`src/rtl/errcap_pkg.sv`:
```
package errcap_pkg;

    typedef enum logic [1:0] {
        UPD_HOLD    = 2'd0,
        UPD_CLEAR   = 2'd1,
        UPD_CAPTURE = 2'd2
    } upd_e;

endpackage

```
`src/rtl/errcap_gate.sv`:
```
module errcap_gate
    import errcap_pkg::*;
#(
    parameter int PRIO_W = 8
) (
    input  logic              err_valid,
    input  logic [PRIO_W-1:0] err_prio,
    input  logic [PRIO_W-1:0] held_prio,
    input  logic              sw_wr,
    output upd_e              action
);

    logic outranks;

    always_comb begin
        outranks = err_valid && (err_prio > held_prio);
        if (sw_wr) begin
            action = UPD_CLEAR;
        end else if (outranks) begin
            action = UPD_CAPTURE;
        end else begin
            action = UPD_HOLD;
        end
    end

endmodule

```
`src/rtl/errcap_pack.sv`:
```
module errcap_pack #(
    parameter int WORD_W  = 64,
    parameter int PRIO_W  = 8,
    parameter int VA_W    = 3,
    parameter int PA_W    = 37,
    parameter int WAY_POS = 55,
    parameter int VA_LSB  = 48,
    parameter int PA_LSB  = 6
) (
    input  logic [PRIO_W-1:0] prio,
    input  logic              way,
    input  logic [VA_W-1:0]   va,
    input  logic [PA_W-1:0]   pa,
    output logic [WORD_W-1:0] word
);

    localparam int PRIO_LSB = WORD_W - PRIO_W;

    always_comb begin
        word                     = '0;
        word[PRIO_LSB +: PRIO_W] = prio;
        word[WAY_POS]            = way;
        word[VA_LSB +: VA_W]     = va;
        word[PA_LSB +: PA_W]     = pa;
    end

endmodule

```
`src/rtl/errcap_parity.sv`:
```
module errcap_parity #(
    parameter int W = 64
) (
    input  logic [W-1:0] data,
    output logic         par
);

    always_comb begin
        par = ^data;
    end

endmodule

```
`src/rtl/errcap_reg.sv`:
```
module errcap_reg
    import errcap_pkg::*;
#(
    parameter int WORD_W  = 64,
    parameter int PRIO_W  = 8,
    parameter int VA_W    = 3,
    parameter int PA_W    = 37,
    parameter int WAY_POS = 55,
    parameter int VA_LSB  = 48,
    parameter int PA_LSB  = 6
) (
    input  logic              clk,
    input  logic              por_n,
    input  logic              soft_rst_n,
    input  logic              err_valid,
    input  logic [PRIO_W-1:0] err_prio,
    input  logic              err_way,
    input  logic [VA_W-1:0]   err_va,
    input  logic [PA_W-1:0]   err_pa,
    input  logic              sw_wr,
    input  logic              sw_rd,
    output logic [WORD_W-1:0] rd_data,
    output logic              rd_par_err
);

    localparam int PRIO_LSB = WORD_W - PRIO_W;
    localparam logic [WORD_W-1:0] FIELD_MASK =
        ({WORD_W{1'b0}} | ({{(WORD_W-PRIO_W){1'b0}}, {PRIO_W{1'b1}}} << PRIO_LSB))
        | (({{(WORD_W-1){1'b0}}, 1'b1}) << WAY_POS)
        | ({{(WORD_W-VA_W){1'b0}}, {VA_W{1'b1}}} << VA_LSB)
        | ({{(WORD_W-PA_W){1'b0}}, {PA_W{1'b1}}} << PA_LSB);

    typedef struct packed {
        logic [PRIO_W-1:0] prio;
        logic              way;
        logic [VA_W-1:0]   va;
        logic [PA_W-1:0]   pa;
    } rec_t;

    typedef struct packed {
        rec_t              rec;
        logic              par;
        logic [WORD_W-1:0] rd;
        logic              rd_err;
    } state_t;

    state_t            st_d, st_q;
    rec_t              rec_d;
    upd_e              action;
    logic [WORD_W-1:0] word_q, word_d;
    logic              par_now, par_d;

    errcap_gate #(.PRIO_W(PRIO_W)) u_gate (
        .err_valid (err_valid),
        .err_prio  (err_prio),
        .held_prio (st_q.rec.prio),
        .sw_wr     (sw_wr),
        .action    (action)
    );

    errcap_pack #(
        .WORD_W(WORD_W), .PRIO_W(PRIO_W), .VA_W(VA_W), .PA_W(PA_W),
        .WAY_POS(WAY_POS), .VA_LSB(VA_LSB), .PA_LSB(PA_LSB)
    ) u_pack_q (
        .prio (st_q.rec.prio),
        .way  (st_q.rec.way),
        .va   (st_q.rec.va),
        .pa   (st_q.rec.pa),
        .word (word_q)
    );

    errcap_pack #(
        .WORD_W(WORD_W), .PRIO_W(PRIO_W), .VA_W(VA_W), .PA_W(PA_W),
        .WAY_POS(WAY_POS), .VA_LSB(VA_LSB), .PA_LSB(PA_LSB)
    ) u_pack_d (
        .prio (rec_d.prio),
        .way  (rec_d.way),
        .va   (rec_d.va),
        .pa   (rec_d.pa),
        .word (word_d)
    );

    errcap_parity #(.W(WORD_W)) u_par_q (.data(word_q), .par(par_now));
    errcap_parity #(.W(WORD_W)) u_par_d (.data(word_d), .par(par_d));

    // Next record: clear, capture or hold, chosen by the gate.
    always_comb begin
        rec_d = st_q.rec;
        unique case (action)
            UPD_CLEAR:   rec_d = '0;
            UPD_CAPTURE: begin
                rec_d.prio = err_prio;
                rec_d.way  = err_way;
                rec_d.va   = err_va;
                rec_d.pa   = err_pa;
            end
            default:     rec_d = st_q.rec;
        endcase
    end

    // Full next state, including parity and the read return path.
    always_comb begin
        st_d     = st_q;
        st_d.rec = rec_d;
        st_d.par = par_d;
        if (!soft_rst_n) begin
            st_d.rd     = '0;
            st_d.rd_err = 1'b0;
        end else if (sw_rd) begin
            st_d.rd     = word_q;
            st_d.rd_err = (par_now != st_q.par);
        end
    end

    always_ff @(posedge clk or negedge por_n) begin
        if (!por_n) begin
            st_q <= '0;
        end else begin
            st_q <= st_d;
        end
    end

    assign rd_data    = st_q.rd;
    assign rd_par_err = st_q.rd_err;

    // a pulse that does not outrank the record leaves the word alone.
    p_hold_r2: assert property (@(posedge clk) disable iff (!por_n)
        (!sw_wr && !(err_valid && (err_prio > word_q[PRIO_LSB +: PRIO_W])))
        |=> $stable(word_q));

    // an outranking pulse becomes the stored priority.
    p_capture_r3: assert property (@(posedge clk) disable iff (!por_n)
        (!sw_wr && err_valid && (err_prio > word_q[PRIO_LSB +: PRIO_W]))
        |=> (word_q[PRIO_LSB +: PRIO_W] == $past(err_prio)));

    // a write empties the word, even alongside a capture.
    p_clear_r6: assert property (@(posedge clk) disable iff (!por_n)
        sw_wr |=> (word_q == '0));

    // bits outside the fields never carry data.
    p_reserved_r5: assert property (@(posedge clk) disable iff (!por_n)
        ((word_q & ~FIELD_MASK) == '0));

    // with intact storage a read never reports a parity mismatch.
    p_parity_r8: assert property (@(posedge clk) disable iff (!por_n)
        sw_rd |=> !rd_par_err);

    // soft reset empties the read return path and nothing else.
    p_soft_r7: assert property (@(posedge clk) disable iff (!por_n)
        (!soft_rst_n && !sw_wr && !err_valid)
        |=> (rd_data == '0 && !rd_par_err && $stable(word_q)));

endmodule

```
`config.mk`:
```
export PLATFORM = sky130hd
export DESIGN_NAME = errcap_reg
export DESIGN_NICKNAME = d
export VERILOG_FILES = /design/src/rtl/errcap_pkg.sv /design/src/rtl/errcap_gate.sv /design/src/rtl/errcap_pack.sv /design/src/rtl/errcap_parity.sv /design/src/rtl/errcap_reg.sv
export SDC_FILE = /design/constraint.sdc
export NUM_CORES = 1
export LEC_CHECK = 0
export CAP_MARGIN = 20
export CELL_PAD_IN_SITES_DETAIL_PLACEMENT = 1
export CELL_PAD_IN_SITES_GLOBAL_PLACEMENT = 2
export CORE_MARGIN = 10
export CORE_UTILIZATION = 44
export DETAILED_ROUTE_END_ITERATION = 8
export DONT_BUFFER_PORTS = 1
export PLACE_DENSITY = 0.91
export SKIP_LAST_GASP = 1
export SLEW_MARGIN = 40
export SYNTH_ARGS = -nofsm -noshare
export SYNTH_HDL_FRONTEND = slang
export SYNTH_SLANG_ARGS = --single-unit
```
`constraint.sdc`:
```
create_clock -name clk -period 4.9 [get_ports clk]
set_input_delay 1.47 -clock clk [delete_from_list [all_inputs] [get_ports clk]]
set_output_delay 1.47 -clock clk [all_outputs]
set_load 0.01 [all_outputs]
```
Word-level counts from Yosys, hierarchy flattened
Cells that the tools add are included.

$lt $le $gt $ge: 1. Eq/ne operators: 4. Multiplexer cells: 5. Reduce and logical (&&, ||, !) cells: 3.

Operators with widths (count): two-way mux 65 bit (2); XOR reduction 64 bit (2); case mux 49 bit (2 select lines) (1); > comparator 8 bit (1); two-way mux 2 bit (2); == test 2 x 1 -> 1 bit (second input constant) (1); == test 2 bit (second input constant) (1); != test 2 x 1 -> 1 bit (second input constant) (1); logical AND 1 bit (1); != test 1 bit (1).

Register bits after elaboration: 115. Input bits: 55. Output and inout bits: 65.

Logic depth before layout (Yosys ltp)
Depth in word-level cells: 7. Mapped depth: 10.

Hierarchy
Synthesis repeated with hierarchy kept, for this count alone.

Cells, all modules: 776. Area total of the unflattened synthesis: 7564.8 um2.

By module, submodules not included: errcap_reg (instances 1, cells each 490, area each 5268.8 um2, sequential area each 2877.8 um2); errcap_parity (instances 2, cells each 63, area each 551.8 um2, sequential area each 0.0 um2); errcap_pack (instances 2, cells each 65, area each 484.2 um2, sequential area each 0.0 um2); errcap_gate (instances 1, cells each 30, area each 224.0 um2, sequential area each 0.0 um2).

Worst setup path before layout
No wires, ideal clock.

Path kind: input to register. From: input err_prio[1]. To: register st_q[100] (netlist name). Data arrival time: 2803 ps. Required time: 4768 ps. Setup slack: 1965 ps. Stages on the path: 9. Path buffers: 1. Path through: ha_1 -> nor2b_1 -> o211ai_1 -> a21oi_1 -> a211oi_1 -> nor2_1 -> buf_2 -> mux2i_1 -> nor2_1.

RTL lines: start: declaration (line errcap_reg.sv:16) `input logic [PRIO_W-1:0] err_prio,`; end signal: assignment (line errcap_reg.sv:119) `st_q <= st_d;`; end: declaration (line errcap_reg.sv:47) `state_t st_d, st_q;`.

==> results.ini <==
[outcome]
status = completed

[global_routing]
grt_max_degree = 101
grt_pass1_wl_um = 20820
grt_pass1_vias = 3487
antenna_found_initial = 0
overflow = 0
grt_use_total_pct = 15.23

[die]
fp.dieH_um = 132.1
core_um2 = 12160
pin_count = 120
placementRows = 40
die-area_um2 = 17440
fp.dieW_um = 132.1
start_util_pct = 45.44

[cells_and_area]
nets = 512
postLayoutCoreUtil_pct = 45.40
multi_input_area_um2 = 2481
syn_to_final_growth_pct = -0.09047
drive_above_1_share_pct = 4.626
fillCellCount = 1329
n_antenna_cell = 0
seqCellArea_um2 = 2502

[synth]
synth-edff-count = 0
seq_area_frac_synth_pct = 45.28
synth_cell_types = 22
netlist_area_um2 = 5527
synthCells = 508
avgSynthCellArea_um2 = 10.88
yosysWarnings = 0
synth_ff_type = dfrtp_1
async_flop_share_pct = 100.0
ys_seq_elements = 100

[detailed_routing]
drc = 0
routedWlPerCell_um = 21.15
drtPass1Iterations = 4
drt-total-wl_um = 13150
vias = 3090
ant_nets = 0
first_iter_violations = 82
viasPerCell = 4.968

[setup_path]
crit_path_max_fanout = 39
critPathCapture = st_q[75]
worstReg2RegEnd = st_q[75]
path_cells = ha_1 -> nor2b_1 -> o211ai_1 -> a21oi_1 -> a211oi_1 -> nor2_4 -> buf_4 -> mux2i_1 -> nor2_1
timing.rr.start = st_q[108]
start_kind = input port
crit_start = err_prio[1]
r2r_slack_ns = 2.14
rr_worst_depth = 10
worstPathArrival_ns = 3.63
cpPeakStageDelay_ns = 0.66
required_ns = 5.14
end_kind = flop
slowest_stage = buf_4
worst-setup-path-type = in -> reg

[sta]
rsz0062_at_grt = false
fin_setup_tns_ns = 0
maxSlewViolCount = 0
hold_violations = 0
period_share_pct = 69.30
fin_crit_ns = 3.396
clock.fmax_mhz = 294.5
finalSetupViolCount = 0
tightest_slew_ns = 0.6990
clock_skew_ns = 0.009428
slew_headroom_pct = 53.40

[placement]
dp_hpwl_um = 9489
io_buffers = 0
gp_congestion = 0.7792

[clock_network]
clock_path_buffers = 2
cts-root-buf = clkbuf_16
cts_buffers = 9
cts_hold_buffers = 0
clock_latency_ns = 0.35
cts_tree = built
cts_max_level = 3
cts_resized = 0
cts_setup_buffers = 0
cts.sinks = 100
cts.clk_slew.worst_paths_ns = 0.07

[power]
power_density_nw_per_um2 = 389.7
clockPowerShare_pct = 31.5
peakVddDrop_mv = 0.1555
comb_power_share_pct = 25.2
p_leak_nw = 2.599
intPower_mw = 1.544
p_seq_share_pct = 43.3
switching_share_pct = 28.23
p_switching_uw = 607.5

[min_path]
min_from = st_q[74]
min_path_type = reg -> reg

[run]
cap_violations = 0

-- stage by stage --
step           cell area (µm²)  cells  hold WS, ns  power, mW  setup slack, ns
6_report                  5522    622       0.5738      2.152            1.504
5_1_grt                   5522    622       0.6096      2.291            1.308
4_1_cts                   5522    622       0.5830      2.186            1.482
3_5_place_dp              5243    606       0.5657      1.498            1.104
3_3_place_gp              5243    606       0.5529      1.483            1.255
2_1_floorplan             5579    522       0.4876      1.442            1.965
-- worst max-delay path, delay by kind of cell --
family	cells	cell delay, ns
compound gates	3	0.34
fa+ha+maj	1	0.26
buf+inv	1	0.66
simple gates	3	0.58
mux	1	0.29
-- layout by cell type, fill, tap and decap left out --
cell,synthesis,routed
clkinv_2,0,3
xnor3_2,1,1
xnor3_1,3,3
mux2i_1,99,99
clkinv_4,0,2
a211oi_2,1,1
clkinvlp_4,0,1
a21oi_1,2,2
o21ai_0,1,1
nor2b_1,1,1
clkbuf_8,0,1
xnor2_1,77,77
xor2_1,12,12
buf_4,64,2
ha_1,8,8
inv_1,9,8
clkbuf_16,0,9
conb_1,1,15
nor2_1,101,100
a211oi_1,1,1
o211ai_1,1,1
nor2_4,0,1
clkinv_1,0,1
a21o_1,2,2
dfrtp_1,100,100
nand4_1,2,2
-- cell usage after synthesis, types with 3 or more instances --
cell	instances	area [µm²]
xnor2_1	77	674.4
ha_1	8	100.1
dfrtp_1	100	2502
mux2i_1	99	991.0
nor2_1	101	379.1
inv_1	9	33.78
xnor3_1	3	67.56
buf_4	64	480.5
xor2_1	12	105.1
buf_2	5	25.02
clkbuf_1	11	41.29
buf_1	6	22.52
-- per-layer routing --
| metal | routed length [µm] | global-route usage (%) | share of wire, % | up-vias |
|---|---|---|---|---|
| met4 | 264 | 6.366 | 2.0 | 0 |
| met1 | 5319 | 17.13 | 40 | 1555 |
| li1 | - | - | - | 1447 |
| met2 | 6434 | 24.76 | 49 | 72 |
| met5 | 0 | 0 | 0 | - |
| met3 | 1136 | 6.517 | 8.6 | 16 |
-- how the worst min path moves through the flow --
stage | end | cells past startpoint
after global routing | st_q[80] | 2
after CTS | rd_data[20] | 2
final | st_q[74] | 2
after detailed placement | st_q[68] | 2
after floorplan | rd_data[10] | 2
after global placement | st_q[77] | 2
-- sequential cells by signal, indices dropped and copies added (netlist names) --
name,flops
st_q,50
rd_data,49
rd_par_err,1
-- power by group through the flow --
| stage | logic, mW | clock network (mW) | registers, mW |
|---|---|---|---|
| after global placement | 0.535 | 0 | 0.948 |
| after detailed placement | 0.547 | 0 | 0.951 |
| after CTS | 0.552 | 0.699 | 0.935 |
| after global routing | 0.606 | 0.743 | 0.941 |
| final | 0.541 | 0.678 | 0.933 |
| after floorplan | 0.519 | 0 | 0.922 |
-- kinds of logic (layout without fill, tap and decap cells) --
| logic type | after synthesis | after routing | synth area share [%] |
|---|---|---|---|
| AOI/OAI and AO/OA | 8 | 8 | 1.041 |
| DFF | 100 | 100 | 45.28 |
| muxes | 99 | 99 | 17.93 |
| and+or+nand+nor | 104 | 104 | 7.199 |
| other | 1 | 15 | 0.06785 |
| adders and majority gates | 8 | 8 | 1.811 |
| xor gates and xnor gates | 93 | 93 | 15.76 |
| buffers and inverters | 95 | 27 | 10.91 |
-- layout make-up --
type | count | area share, %
Sequential cell | 100 | 45.32
Multi-Input combinational cell | 327 | 44.94
Clock buffer | 10 | 4.328
Tap cell | 168 | 3.807
Clock inverter | 6 | 0.7251
Inverter | 9 | 0.6118
Timing Repair Buffer | 2 | 0.2719
Power figures use the tool's default switching activity.
